**src/rtl/dmc_pkg.sv**
```systemverilog
package dmc_pkg;

    typedef enum logic [2:0] {
        ST_IDLE,
        ST_EVICT,
        ST_FILL,
        ST_WTHRU,
        ST_RESP
    } dmc_state_e;

    typedef struct packed {
        dmc_state_e st;
    } dmc_ctrl_t;

endpackage

```
**src/rtl/dmc_line_store.sv**
```systemverilog
module dmc_line_store #(
    parameter int IDX_W  = 3,
    parameter int TAG_W  = 3,
    parameter int DATA_W = 32
) (
    input  logic              clk,
    input  logic              rst_n,
    input  logic [IDX_W-1:0]  rd_idx,
    output logic              rd_valid,
    output logic              rd_dirty,
    output logic [TAG_W-1:0]  rd_tag,
    output logic [DATA_W-1:0] rd_data,
    input  logic              wr_en,
    input  logic [IDX_W-1:0]  wr_idx,
    input  logic              wr_dirty,
    input  logic [TAG_W-1:0]  wr_tag,
    input  logic [DATA_W-1:0] wr_data
);

    localparam int LINES = 1 << IDX_W;

    typedef struct packed {
        logic              valid;
        logic              dirty;
        logic [TAG_W-1:0]  tag;
        logic [DATA_W-1:0] data;
    } line_t;

    logic [LINES-1:0]  vld_vec;
    logic [LINES-1:0]  dty_vec;
    logic [TAG_W-1:0]  tag_arr [LINES];
    logic [DATA_W-1:0] dat_arr [LINES];

    for (genvar i = 0; i < LINES; i++) begin : g_line
        localparam logic [IDX_W-1:0] MY_IDX = IDX_W'(i);
        line_t line_d, line_q;

        always_comb begin
            line_d = line_q;
            if (wr_en && wr_idx == MY_IDX) begin
                line_d.valid = 1'b1;
                line_d.dirty = wr_dirty;
                line_d.tag   = wr_tag;
                line_d.data  = wr_data;
            end
        end

        always_ff @(posedge clk or negedge rst_n) begin
            if (!rst_n) line_q <= '0;
            else        line_q <= line_d;
        end

        assign vld_vec[i] = line_q.valid;
        assign dty_vec[i] = line_q.dirty;
        assign tag_arr[i] = line_q.tag;
        assign dat_arr[i] = line_q.data;
    end

    assign rd_valid = vld_vec[rd_idx];
    assign rd_dirty = dty_vec[rd_idx];
    assign rd_tag   = tag_arr[rd_idx];
    assign rd_data  = dat_arr[rd_idx];

endmodule

```
**src/rtl/dmc_ctrl.sv**
```systemverilog
module dmc_ctrl
    import dmc_pkg::*;
#(
    parameter int ADDR_W = 6,
    parameter int IDX_W  = 3,
    parameter int DATA_W = 32
) (
    input  logic                    clk,
    input  logic                    rst_n,
    input  logic                    wb_mode,
    input  logic                    cpu_req,
    input  logic                    cpu_we,
    input  logic [ADDR_W-1:0]       cpu_addr,
    input  logic [DATA_W-1:0]       cpu_wdata,
    output logic                    cpu_ready,
    input  logic                    rd_valid,
    input  logic                    rd_dirty,
    input  logic [ADDR_W-IDX_W-1:0] rd_tag,
    input  logic [DATA_W-1:0]       rd_data,
    output logic                    wr_en,
    output logic                    wr_dirty,
    output logic [DATA_W-1:0]       wr_data,
    output logic                    mem_req,
    output logic                    mem_we,
    output logic [ADDR_W-1:0]       mem_addr,
    output logic [DATA_W-1:0]       mem_wdata,
    input  logic                    mem_ack,
    input  logic [DATA_W-1:0]       mem_rdata
);

    localparam int TAG_W = ADDR_W - IDX_W;

    dmc_ctrl_t ctl_d, ctl_q;

    logic [IDX_W-1:0] a_idx;
    logic [TAG_W-1:0] a_tag;
    logic             hit;

    assign a_idx = cpu_addr[IDX_W-1:0];
    assign a_tag = cpu_addr[ADDR_W-1:IDX_W];
    assign hit   = rd_valid && (rd_tag == a_tag);

    always_comb begin
        ctl_d     = ctl_q;
        cpu_ready = 1'b0;
        wr_en     = 1'b0;
        wr_dirty  = 1'b0;
        wr_data   = cpu_wdata;
        mem_req   = 1'b0;
        mem_we    = 1'b0;
        mem_addr  = cpu_addr;
        mem_wdata = cpu_wdata;

        unique case (ctl_q.st)
            ST_IDLE: begin
                if (cpu_req) begin
                    if (hit) begin
                        if (cpu_we) begin
                            wr_en    = 1'b1;
                            wr_dirty = wb_mode | rd_dirty;
                            if (wb_mode) cpu_ready = 1'b1;
                            else         ctl_d.st  = ST_WTHRU;
                        end else begin
                            cpu_ready = 1'b1;
                        end
                    end else if (rd_valid && rd_dirty) begin
                        ctl_d.st = ST_EVICT;
                    end else begin
                        ctl_d.st = ST_FILL;
                    end
                end
            end
            ST_EVICT: begin
                mem_req   = 1'b1;
                mem_we    = 1'b1;
                mem_addr  = {rd_tag, a_idx};
                mem_wdata = rd_data;
                if (mem_ack) ctl_d.st = ST_FILL;
            end
            ST_FILL: begin
                mem_req = 1'b1;
                if (mem_ack) begin
                    wr_en    = 1'b1;
                    wr_data  = mem_rdata;
                    ctl_d.st = ST_IDLE;
                end
            end
            ST_WTHRU: begin
                mem_req = 1'b1;
                mem_we  = 1'b1;
                if (mem_ack) ctl_d.st = ST_RESP;
            end
            ST_RESP: begin
                cpu_ready = 1'b1;
                ctl_d.st  = ST_IDLE;
            end
            default: ctl_d.st = ST_IDLE;
        endcase
    end

    always_ff @(posedge clk or negedge rst_n) begin
        if (!rst_n) ctl_q <= '{st: ST_IDLE};
        else        ctl_q <= ctl_d;
    end

endmodule

```
**src/rtl/dmc_cache.sv**
```systemverilog
module dmc_cache #(
    parameter int ADDR_W = 6,
    parameter int IDX_W  = 3,
    parameter int DATA_W = 32
) (
    input  logic              clk,
    input  logic              rst_n,
    input  logic              wb_mode,
    input  logic              cpu_req,
    input  logic              cpu_we,
    input  logic [ADDR_W-1:0] cpu_addr,
    input  logic [DATA_W-1:0] cpu_wdata,
    output logic              cpu_ready,
    output logic [DATA_W-1:0] cpu_rdata,
    output logic              mem_req,
    output logic              mem_we,
    output logic [ADDR_W-1:0] mem_addr,
    output logic [DATA_W-1:0] mem_wdata,
    input  logic              mem_ack,
    input  logic [DATA_W-1:0] mem_rdata
);

    localparam int TAG_W = ADDR_W - IDX_W;

    logic              rd_valid, rd_dirty;
    logic [TAG_W-1:0]  rd_tag;
    logic [DATA_W-1:0] rd_data;
    logic              wr_en, wr_dirty;
    logic [DATA_W-1:0] wr_data;

    dmc_line_store #(
        .IDX_W (IDX_W),
        .TAG_W (TAG_W),
        .DATA_W(DATA_W)
    ) u_store (
        .clk     (clk),
        .rst_n   (rst_n),
        .rd_idx  (cpu_addr[IDX_W-1:0]),
        .rd_valid(rd_valid),
        .rd_dirty(rd_dirty),
        .rd_tag  (rd_tag),
        .rd_data (rd_data),
        .wr_en   (wr_en),
        .wr_idx  (cpu_addr[IDX_W-1:0]),
        .wr_dirty(wr_dirty),
        .wr_tag  (cpu_addr[ADDR_W-1:IDX_W]),
        .wr_data (wr_data)
    );

    dmc_ctrl #(
        .ADDR_W(ADDR_W),
        .IDX_W (IDX_W),
        .DATA_W(DATA_W)
    ) u_ctrl (
        .clk      (clk),
        .rst_n    (rst_n),
        .wb_mode  (wb_mode),
        .cpu_req  (cpu_req),
        .cpu_we   (cpu_we),
        .cpu_addr (cpu_addr),
        .cpu_wdata(cpu_wdata),
        .cpu_ready(cpu_ready),
        .rd_valid (rd_valid),
        .rd_dirty (rd_dirty),
        .rd_tag   (rd_tag),
        .rd_data  (rd_data),
        .wr_en    (wr_en),
        .wr_dirty (wr_dirty),
        .wr_data  (wr_data),
        .mem_req  (mem_req),
        .mem_we   (mem_we),
        .mem_addr (mem_addr),
        .mem_wdata(mem_wdata),
        .mem_ack  (mem_ack),
        .mem_rdata(mem_rdata)
    );

    assign cpu_rdata = rd_data;

endmodule

```
**config.mk**
```make
export PLATFORM = sky130hd
export DESIGN_NAME = dmc_cache
export DESIGN_NICKNAME = d
export VERILOG_FILES = /design/src/rtl/dmc_pkg.sv /design/src/rtl/dmc_line_store.sv /design/src/rtl/dmc_ctrl.sv /design/src/rtl/dmc_cache.sv
export SDC_FILE = /design/constraint.sdc
export NUM_CORES = 1
export LEC_CHECK = 0
export BUFFER_PORTS_ARGS = -buffer_cell sky130_fd_sc_hd__buf_2
export CAP_MARGIN = 20
export CORE_MARGIN = 3
export CORE_UTILIZATION = 50
export CTS_BUF_LIST = sky130_fd_sc_hd__clkbuf_4
export CTS_CLUSTER_SIZE = 25
export DETAILED_ROUTE_END_ITERATION = 12
export PLACE_DENSITY = 0.74
export SETUP_SLACK_MARGIN = 0.05
export SYNTH_ARGS = -nofsm -noshare
export SYNTH_HDL_FRONTEND = slang
export SYNTH_HIERARCHICAL = 1
export SYNTH_SLANG_ARGS = --single-unit
export TNS_END_PERCENT = 20
```
**constraint.sdc**
```tcl
create_clock -name clk -period 3.59 [get_ports clk]
set_input_delay 0.359 -clock clk [delete_from_list [all_inputs] [get_ports clk]]
set_output_delay 0.359 -clock clk [all_outputs]
set_load 0.02 [all_outputs]
```
==> metrics.md <==
| Metric | Value |
|---|---|
| Number of synthesized flops with an enable pin | `0` |
| Total Routed Length | `30,600 um` |
| Final Critical Period | `3.24 ns` |
| Switching pwr | `3630 uW` |
| Share of layout cells above drive strength 1 | `0.416` |
| Core region area | `28,000 um^2` |
| Initial DRC Count | `457` |
| Die Height | `175 um` |
| Die footprint | `30,700 um^2` |
| Final worst-path cycle share | `0.901` |
| Avg Synthesized Cell Area | `16.4 um^2` |
| Crit path from | `cpu_addr[0]` |
| Netlist Area Pre-Place | `14,300 um^2` |
| DR vias/cell | `5.59` |
| Fmax | `0.309 GHz` |
| Crit. End Element | `output port` |
| R2R Path End | `u_store/dat_arr[253]` |
| Final core occ | `0.588` |
| Slew headroom | `0.403` |
| Reg-to-Reg Start | `u_store/g_line[5].line_q[32]` |
| TritonRoute pass-1 iters | `4` |
| Length in cells of the worst reg-to-reg path | `9` |
| FILL cells | `2,210` |
| Outcome | `complete, no violations` |
| Dominant cells by area after synthesis | `dfrtp_1, mux2_1, mux4_2` |
| WS Path Type | `input port to output port` |
| Post-synth net total | `950` |
| Synth Register Bits | `299` |
| Setup TNS | `0 ns` |
| Chip width | `175 um` |
| Worst Setup EP | `mem_wdata[28]` |
| Flop pwr share | `0.471` |
| Worst skew pair latency | `0.67 ns` |
| Flop2flop setup slack | `0.37 ns` |
| Area Overhead vs Synth | `15.2%` |
| Most frequent cells in the layout | `mux2_1, dfrtp_1, buf_2` |
| DR WL/cell | `20.3 um` |
| Req. time, crit path | `3.23 ns` |
| # setup viols final | `0` |
| Gate power share | `0.292` |
| Final std cell area, no fill | `16,500 um^2` |
| Pin count of the biggest net entering global routing | `109` |
| CTS Buffer Depth | `3` |
| Slew @ Worst Pin | `0.896 ns` |
| Gr usage total | `0.206` |
| TritonCTS clock tree | `done` |
| Int Power | `8600 uW` |
| Synth area leader | `dfrtp_1` |
| Hold Path Class | `input port to flip-flop` |
| Row cnt | `61` |
| Top-area cell type share of the netlist area | `0.523` |
| First-pass GRT wire length | `50,000 um` |
| Vias | `8,403` |
| Final HPWL DP | `19,100 um` |
| Vias in the first global route | `9,259` |
| Cell Area, Placed | `15,500 um^2` |
| RePlAce Congestion | `0.759` |
| Ys async rst share | `1.00` |
| Initial cell density of the core | `0.510` |
| Max Slew Vio Count | `0` |
| PortBufs | `148` |
| Nets | `1,147` |
| Leak Pwr | `0.00741 uW` |
| Synth unique cells | `31` |
| Total CTS buffers | `78` |
| Post-route ant nets | `0` |
| DRC viols | `0` |
| Clock slew at reported path FFs | `0.06 ns` |
| Hold Vio Cnt, Final | `0` |
| Worst Setup Start Kind | `input port` |
| Initial antenna violation count | `1` |
| Clock power share | `0.238` |
| Crit path DAT | `2.88 ns` |
| Synthesized netlist cell count | `874` |
| Root Buffer | `clkbuf_4` |
| Hold Startpoint | `cpu_addr[4]` |
| Peak VDD IR | `0.281 mV` |
| Post-Layout Cell Count | `1,504` |
| Grt total ovfl | `0` |
| Worst Clk Skew | `0.0338 ns` |
| CTS Sinks | `299` |
| Seq/Total Area, Yosys | `0.523` |
| Unrepaired setup endpoints after global routing | `false` |
| Post-Place Cells | `1,366` |
| Crit-path max FO | `38` |
| PwrDens | `742 nW/um^2` |
| Htree depth | `3` |
| Max Cap Viol | `0` |
| Ys flop type | `dfrtp_1` |
| I/O Pins | `149` |
| Ys Warns | `6` |
| Sw frac | `0.297` |
==> registers in the layout, indices dropped and copies added, names as in the netlist <==
| name | count |
|---|---|
| u_ctrl/ctl_q | 3 |
| u_store/dat_arr | 256 |
| u_store/dty_vec | 8 |
| u_store/g_line.line_q | 32 |
==> layer usage <==
| metal | vias up | global-route usage | wire length, um |
|---|---|---|---|
| met1 | 4423 | 0.282 | 13900 |
| met3 | 51 | 0.0387 | 1140 |
| met5 | - | 0 | 0 |
| met4 | 0 | 0.0605 | 566 |
| met2 | 199 | 0.338 | 15000 |
| li1 | 3730 | - | - |
==> power by group through the flow <==
stage               Combinational (uW)  Clock (uW)  Sequential (uW)
floorplan                         2830           0             5500
global placement                  3480           0             5740
detailed placement                3610           0             5810
CTS                               3620        3010             5760
global route                      3880        3200             5960
finish                            3570        2900             5760
==> what timing repair did <==
action | in CTS | in global routing
endpoints found under the hold margin | 106 | 0
buffers inserted | 0 | 0
hold buffers | 3 | 0
gates resized for setup | 0 | 1
setup endpoints to repair | 0 | 9
==> logic make-up after synthesis <==
family / synth area share
simple gates: 0.0179
compound gates: 0.00184
buf+inv: 0.0283
mux: 0.427
xor+xnor: 0.00184
flops: 0.523
==> synth_stat cells, types with 2 or more instances <==
| master | instances |
|---|---|
| dfrtp_1 | 299 |
| mux2_1 | 299 |
| mux2_2 | 93 |
| mux4_2 | 74 |
| buf_2 | 31 |
| buf_4 | 16 |
| buf_6 | 8 |
| nand2b_1 | 7 |
| nor2_1 | 6 |
| buf_1 | 5 |
| and4bb_1 | 3 |
| clkbuf_1 | 3 |
| nand4b_1 | 3 |
| nor3_1 | 3 |
| or2_1 | 3 |
| xnor2_1 | 3 |
| a32o_1 | 2 |
| mux2i_1 | 2 |
| nand2_1 | 2 |
==> critical path, cell delays in order <==
cell	delay (ns)
buf_4	0.18
buf_6	0.47
buf_4	0.50
mux4_2	0.55
mux2_2	0.30
mux2_1	0.32
buf_2	0.17
==> through the flow <==
step | setup slack, ns | hold slack, ns | total power (uW)
finish | 0.355 | 0.0820 | 12200
global route | 0.139 | 0.0268 | 13000
CTS | 0.119 | 0.0149 | 12400
detailed placement | 0.122 | 0.448 | 9430
global placement | 0.120 | 0.445 | 9220
floorplan | 0.262 | 0.0634 | 8330
==> cell type report <==
class | instances | area, um^2 | area share
antenna | 2 | 5.00 | 0.000304
clock buffer | 104 | 781 | 0.0474
clock inverter | 29 | 195 | 0.0119
inverter | 1 | 3.75 | 0.000228
multi-input combinational | 510 | 6410 | 0.390
sequential | 299 | 7480 | 0.454
tap | 378 | 473 | 0.0287
timing repair buffer | 181 | 1110 | 0.0677
==> worst min path at each step <==
stage / end / slack (ns) / cells after the start
after CTS: u_store/g_line[1].line_q[33] / 0.01 / 2
after floorplan: u_ctrl/ctl_q[0] / 0.06 / 0
after detailed placement: u_store/g_line[2].line_q[36] / 0.45 / 1
after global routing: u_store/g_line[1].line_q[32] / 0.03 / 2
after global placement: u_store/g_line[2].line_q[36] / 0.44 / 1
final: u_store/g_line[1].line_q[33] / 0.08 / 2
Power figures use the tool's default switching activity.
